File: src/rtl/wit_pkg.sv
package wit_pkg;
    typedef enum logic [1:0] {
        ST_RUN     = 2'd0,
        ST_STANDBY = 2'd1,
        ST_SETTLE  = 2'd2
    } wit_state_e;

    typedef enum logic {
        MD_INTERVAL = 1'b0,
        MD_WATCHDOG = 1'b1
    } wit_mode_e;
endpackage

File: src/rtl/wit_prescaler.sv
module wit_prescaler #(
    parameter int CKS_W = 3
) (
    input  logic             clk,
    input  logic             rst_n,
    input  logic [CKS_W-1:0] sel,
    output logic             tick
);
    localparam int NTAP = 1 << CKS_W;
    localparam int PW   = NTAP;

    logic [PW-1:0]   presc;
    logic [NTAP-1:0] taps;

    always_ff @(posedge clk or negedge rst_n) begin
        if (!rst_n) presc <= '0;
        else        presc <= presc + 1'b1;
    end

    // Tap k fires when the low k+1 bits are all ones: divide by 2^(k+1).
    for (genvar k = 0; k < NTAP; k++) begin : g_tap
        assign taps[k] = &presc[k:0];
    end

    assign tick = taps[sel];

    // the fastest tap is divide-by-2, so ticks never come back to back
    a_r2_tick_spacing: assert property (@(posedge clk) disable iff (!rst_n)
        tick |=> !tick);
endmodule

File: src/rtl/wit_counter.sv
module wit_counter #(
    parameter int CNT_W = 8
) (
    input  logic             clk,
    input  logic             rst_n,
    input  logic             run,
    input  logic             tick,
    input  logic             clr,
    input  logic             we,
    input  logic [CNT_W-1:0] wdata,
    output logic [CNT_W-1:0] cnt,
    output logic             ovf
);
    localparam logic [CNT_W-1:0] TOP = '1;

    always_ff @(posedge clk or negedge rst_n) begin
        if (!rst_n)               cnt <= '0;
        else if (clr)             cnt <= '0;
        else if (we)              cnt <= wdata;
        else if (run && tick)     cnt <= cnt + 1'b1;
    end

    assign ovf = run && tick && !we && !clr && (cnt == TOP);

    // a write lands on the next cycle, whatever the tick does
    a_r5_write_loads: assert property (@(posedge clk) disable iff (!rst_n)
        (we && !clr) |=> (cnt == $past(wdata)));

    // no run, no write, no clear: value holds
    a_r6_hold: assert property (@(posedge clk) disable iff (!rst_n)
        (!run && !we && !clr) |=> $stable(cnt));

    // one tick while running moves the count by exactly one (mod 256)
    a_r1_step: assert property (@(posedge clk) disable iff (!rst_n)
        (run && tick && !we && !clr) |=> (cnt == CNT_W'($past(cnt) + 1'b1)));

    // the wake clear always leaves zero
    a_r8_clear: assert property (@(posedge clk) disable iff (!rst_n)
        clr |=> (cnt == '0));
endmodule

File: src/rtl/wit_ctrl.sv
module wit_ctrl
    import wit_pkg::*;
#(
    parameter int CKS_W = 3
) (
    input  logic             clk,
    input  logic             rst_n,
    input  logic             ctl_we,
    input  logic             ctl_en,
    input  logic             ctl_mode,
    input  logic [CKS_W-1:0] ctl_cks,
    input  logic             ctl_flag_wr,
    input  logic             stby_req,
    input  logic             wake_nmi,
    input  logic             ovf,
    output logic             run,
    output logic [CKS_W-1:0] cks_sel,
    output logic             wake_clr,
    output logic             irq_flag,
    output logic             rst_pulse,
    output logic             clk_en
);
    wit_state_e       state_q, state_d;
    logic             en_q;
    wit_mode_e        mode_q;
    logic [CKS_W-1:0] cks_q;
    logic             go_standby;
    logic             ctl_ok;
    logic             flag_set;
    logic             pulse_d;

    assign go_standby = (state_q == ST_RUN) && stby_req && !en_q;
    assign ctl_ok     = ctl_we && (state_q == ST_RUN) && !go_standby;
    assign flag_set   = ovf && (state_q == ST_RUN) && (mode_q == MD_INTERVAL);
    assign pulse_d    = ovf && (state_q == ST_RUN) && (mode_q == MD_WATCHDOG);

    // State register
    always_ff @(posedge clk or negedge rst_n) begin
        if (!rst_n) state_q <= ST_RUN;
        else        state_q <= state_d;
    end

    // Transitions
    always_comb begin
        state_d = state_q;
        unique case (state_q)
            ST_RUN:     if (go_standby) state_d = ST_STANDBY;
            ST_STANDBY: if (wake_nmi)   state_d = ST_SETTLE;
            ST_SETTLE:  if (ovf)        state_d = ST_RUN;
            default:                    state_d = ST_RUN;
        endcase
    end

    // Per-state outputs
    always_comb begin
        run      = 1'b0;
        wake_clr = 1'b0;
        clk_en   = 1'b0;
        unique case (state_q)
            ST_RUN: begin
                run    = en_q;
                clk_en = 1'b1;
            end
            ST_STANDBY: wake_clr = wake_nmi;
            ST_SETTLE:  run      = 1'b1;
            default:    clk_en   = 1'b1;
        endcase
    end

    // Control fields, flag and pulse
    always_ff @(posedge clk or negedge rst_n) begin
        if (!rst_n) begin
            en_q      <= 1'b0;
            mode_q    <= MD_INTERVAL;
            cks_q     <= '0;
            irq_flag  <= 1'b0;
            rst_pulse <= 1'b0;
        end else begin
            if (ctl_ok) begin
                en_q   <= ctl_en;
                mode_q <= wit_mode_e'(ctl_mode);
                cks_q  <= ctl_cks;
            end
            if (flag_set)                   irq_flag <= 1'b1;
            else if (ctl_ok && !ctl_flag_wr) irq_flag <= 1'b0;
            rst_pulse <= pulse_d;
        end
    end

    assign cks_sel = cks_q;

    // an enabled timer stays in normal operation
    a_r7_refuse: assert property (@(posedge clk) disable iff (!rst_n)
        (state_q == ST_RUN && en_q) |=> (state_q == ST_RUN));

    // clocks only drop after a standby request
    a_r7_clk_drop: assert property (@(posedge clk) disable iff (!rst_n)
        $fell(clk_en) |-> $past(stby_req));

    // clocks only come back after a counter overflow
    a_r9_clk_return: assert property (@(posedge clk) disable iff (!rst_n)
        $rose(clk_en) |-> $past(ovf));

    // settling never raises the flag or a reset pulse
    a_r9_settle_quiet: assert property (@(posedge clk) disable iff (!rst_n)
        (state_q == ST_SETTLE && !irq_flag) |=> (!irq_flag && !rst_pulse));

    // flag is sticky until an explicit clear
    a_r3_flag_sticky: assert property (@(posedge clk) disable iff (!rst_n)
        (irq_flag && !(ctl_we && !ctl_flag_wr)) |=> irq_flag);

    // reset pulse is one cycle wide
    a_r4_pulse_single: assert property (@(posedge clk) disable iff (!rst_n)
        rst_pulse |=> !rst_pulse);
endmodule

File: src/rtl/wake_interval_timer.sv
module wake_interval_timer #(
    parameter int CNT_W = 8,
    parameter int CKS_W = 3
) (
    input  logic             clk,
    input  logic             rst_n,
    input  logic             ctl_we,
    input  logic             ctl_en,
    input  logic             ctl_mode,
    input  logic [CKS_W-1:0] ctl_cks,
    input  logic             ctl_flag_wr,
    input  logic             cnt_we,
    input  logic [CNT_W-1:0] cnt_wdata,
    output logic [CNT_W-1:0] cnt_rdata,
    input  logic             stby_req,
    input  logic             wake_nmi,
    output logic             irq_flag,
    output logic             wdt_rst_pulse,
    output logic             clk_en
);
    logic             tick;
    logic             run;
    logic             wake_clr;
    logic             ovf;
    logic [CKS_W-1:0] cks_sel;

    wit_prescaler #(.CKS_W(CKS_W)) u_presc (
        .clk  (clk),
        .rst_n(rst_n),
        .sel  (cks_sel),
        .tick (tick)
    );

    wit_counter #(.CNT_W(CNT_W)) u_cnt (
        .clk  (clk),
        .rst_n(rst_n),
        .run  (run),
        .tick (tick),
        .clr  (wake_clr),
        .we   (cnt_we),
        .wdata(cnt_wdata),
        .cnt  (cnt_rdata),
        .ovf  (ovf)
    );

    wit_ctrl #(.CKS_W(CKS_W)) u_ctrl (
        .clk        (clk),
        .rst_n      (rst_n),
        .ctl_we     (ctl_we),
        .ctl_en     (ctl_en),
        .ctl_mode   (ctl_mode),
        .ctl_cks    (ctl_cks),
        .ctl_flag_wr(ctl_flag_wr),
        .stby_req   (stby_req),
        .wake_nmi   (wake_nmi),
        .ovf        (ovf),
        .run        (run),
        .cks_sel    (cks_sel),
        .wake_clr   (wake_clr),
        .irq_flag   (irq_flag),
        .rst_pulse  (wdt_rst_pulse),
        .clk_en     (clk_en)
    );
endmodule

File: config.mk
export PLATFORM = sky130hd
export DESIGN_NAME = wake_interval_timer
export DESIGN_NICKNAME = d
export VERILOG_FILES = /design/src/rtl/wit_pkg.sv /design/src/rtl/wit_prescaler.sv /design/src/rtl/wit_counter.sv /design/src/rtl/wit_ctrl.sv /design/src/rtl/wake_interval_timer.sv
export SDC_FILE = /design/constraint.sdc
export NUM_CORES = 1
export LEC_CHECK = 0
export ABC_AREA = 0
export BUFFER_PORTS_ARGS = -buffer_cell sky130_fd_sc_hd__buf_2
export CORE_ASPECT_RATIO = 0.9
export CORE_MARGIN = 1.5
export CORE_UTILIZATION = 56
export DETAILED_ROUTE_END_ITERATION = 16
export PLACE_DENSITY_LB_ADDON = 0.2
export SYNTH_ARGS = -nofsm -noshare
export SYNTH_HDL_FRONTEND = slang
export SYNTH_SLANG_ARGS = --single-unit
File: constraint.sdc
create_clock -name clk -period 3.3 [get_ports clk]
set_input_delay 0.66 -clock clk [delete_from_list [all_inputs] [get_ports clk]]
set_output_delay 0.66 -clock clk [all_outputs]
set_load 0.02 [all_outputs]
==> qor.yml <==
logic_synthesis:
  synth_seq_cells: 25
  synthDistinctLibCells: 35
  netlist_area_um2: 1320
  ys_async_sr_fraction: 1.00
  yosysMostFrequentCell: "dfrtp_1"
  avgSynthCellArea_um2: 10.6
  syn_inst: 125
  yosysTopAreaCell: "dfrtp_1"
  seq_area_frac_synth: 0.473
  yosys-top-cells-area: "dfrtp_1, ha_1, mux2_2, xnor2_1, a21oi_1"
  syn_nets: 154
  synthTopCellsByCount: "dfrtp_1, ha_1, inv_1, nand2_1"
  ys.flop_type: "dfrtp_1"
  synth_top_area_share: 0.473
  synth_edf_count: 0
  synth_warnings: 0
global_route:
  use_met2: 0.359
  grt.overflow.total: 0
  met3_usage: 0.0460
  grt_use_total: 0.215
  grt_pass1_wl_um: 4130
  globalRoute.busiestLayer: "met2"
  antenna_found_initial: 0
  grt_max_degree: 26
  met1_usage: 0.268
  grt_pass1_vias: 974
cts:
  cts-root-buf: "clkbuf_4"
  cts_hold_buffers: 0
  cts_setup_buffers: 0
  max-clock-path-buffers: 2
  ctsHtreeMaxLevel: 1
  cts_tree: "built"
  insertion_delay_ps: 320
  numCtsBuffers: 3
  cts.sinks: 25
  ctsResizeCount: 0
  clkSlewWorstSetupHoldPaths_ps: 140
worst_setup_path:
  arrival_ps: 2680
  ff2ff_setup_slack_ps: 850
  critPathCaptureType: "register"
  crit_path_start_kind: "register"
  worstPathRequired_ps: 3530
  critical_path_class: "register to register"
  critPathMaxFanout: 7
timing:
  slew_violations: 0
  hold_violations: 0
  setup_slack_ps: 846
  slew_headroom: 0.636
  finalCritPeriodShare: 0.744
  tightest_slew_ps: 541
  fin_skew_ps: 1.06
  max_freq_ghz: 0.407
  finalSetupViolations: 0
  min_period_ps: 2450
  rsz0062_at_grt: "false"
  finalSetupTns_ps: 0
  whs_ps: 295
drt:
  drc: 0
  drt_iter0_markers: 16
  avgRoutedWirePerCell_um: 13.3
  via_count: 1040
  final_antenna_net_count: 0
  drt-vias-per-instance: 5.65
  drt_pre_antenna_iters: 4
  finalWirelength_um: 2440
power_and_ir_drop:
  power_density_nw_per_um2: 726
  p_leak_nw: 0.740
  ir_drop_uv: 543
placement:
  gp_congestion: 0.810
  portBuffers: 30
  dpl.hpwl_um: 1840
  pre_cts_slack_ps: 913
finish:
  n_antenna_cell: 0
  drive_gt1_frac: 0.255
  nets: 187
  area.growth.synth_to_final_pct: 15.5
floorplan:
  initial_utilization: 0.601
  die_w_um: 54.2
  ios: 31
  rows: 16
  dieArea_um2: 2660
  die_y_um: 49.1
  core_um2: 2200
status:
  outcome: "complete, no violations"
worst_hold_path:
  hold_class: "input port to asynchronous set/reset pin"
run:
  drv_cap: 0
## state kept, by name (all words and copies together), names as in the netlist
register          cells
u_cnt.cnt             8
u_presc.presc         8
u_ctrl.cks_sel        3
u_ctrl.state_q        2
u_ctrl.en_q           1
u_ctrl.irq_flag       1
u_ctrl.mode_q         1
u_ctrl.rst_pulse      1
## area by class of cell
type | instances | area (µm²)
Clock inverter | 1 | 7.51
Sequential cell | 25 | 626
Multi-Input combinational cell | 89 | 654
Timing Repair Buffer | 30 | 150
Tap cell | 27 | 33.8
Clock buffer | 3 | 22.5
Inverter | 9 | 33.8
Fill cell | 198 | 674
## path summary, 6_finish.rpt
kind	startpoint	to	cells past startpoint
worst min register to register	u_presc.presc[7]	u_presc.presc[7]	1
min in group clk	u_presc.presc[7]	u_presc.presc[7]	1
worst max register to register	u_presc.presc[0]	u_ctrl.state_q[1]	9
max in group asynchronous	rst_n	u_presc.presc[3]	1
worst min-delay path	rst_n	u_cnt.cnt[1]	1
worst max-delay path	u_presc.presc[0]	u_ctrl.state_q[1]	9
## per-stage QoR
step / power [mW] / instances / util / cell area, µm²
after floorplan: 0.837 / 125 / - / 1320
after global placement: 0.953 / 180 / 0.680 / 1500
after detailed placement: 0.975 / 180 / 0.680 / 1500
after CTS: 1.12 / 184 / 0.694 / 1530
after global routing: 1.20 / 184 / 0.694 / 1530
final: 1.11 / 184 / 0.694 / 1530
## routing by layer
metal	share of wire	wire, µm
met1	0.45	1090
met2	0.49	1200
met3	0.043	105
met4	0.016	40
met5	0	0
## critical path, stage by stage (launching register included)
cell and delay, ps:
dfrtp_1 420, ha_1 230, nand3_1 150, inv_1 90
ha_1 130, o31ai_1 80, o32a_4 230, nor4_1 530
o21ai_1 170, mux2_1 330
## where the power goes
group	leakage (nW)	internal, mW	switching, mW
Combinational	0.422	0.221	0.264
Sequential	0.304	0.383	0.0997
Clock	0.0139	0.0464	0.0961
## cells by family (layout without fill, tap and decap cells)
group | count (synthesis) | in the layout | share of synthesized area
AO/OA/AOI/OAI | 29 | 29 | 0.141
adder cells (fa/ha/maj) | 9 | 9 | 0.0851
flip-flops | 25 | 25 | 0.473
XOR/XNOR | 10 | 10 | 0.0662
buffers and inverters | 11 | 43 | 0.0322
AND/OR/NAND/NOR | 33 | 33 | 0.135
multiplexers | 8 | 8 | 0.0672
## layout by cell type (no fill, tap or decap), types with 3 or more instances in the layout
cell / instances
a21oi_1: 8
nand4_1: 3
clkbuf_4: 3
xor2_1: 4
ha_1: 9
dfrtp_1: 25
o21ai_0: 8
nand2_1: 9
mux2_2: 5
nand3_1: 5
xnor2_1: 6
inv_1: 9
buf_2: 30
Note: power is estimated with default switching activity, not from simulation.
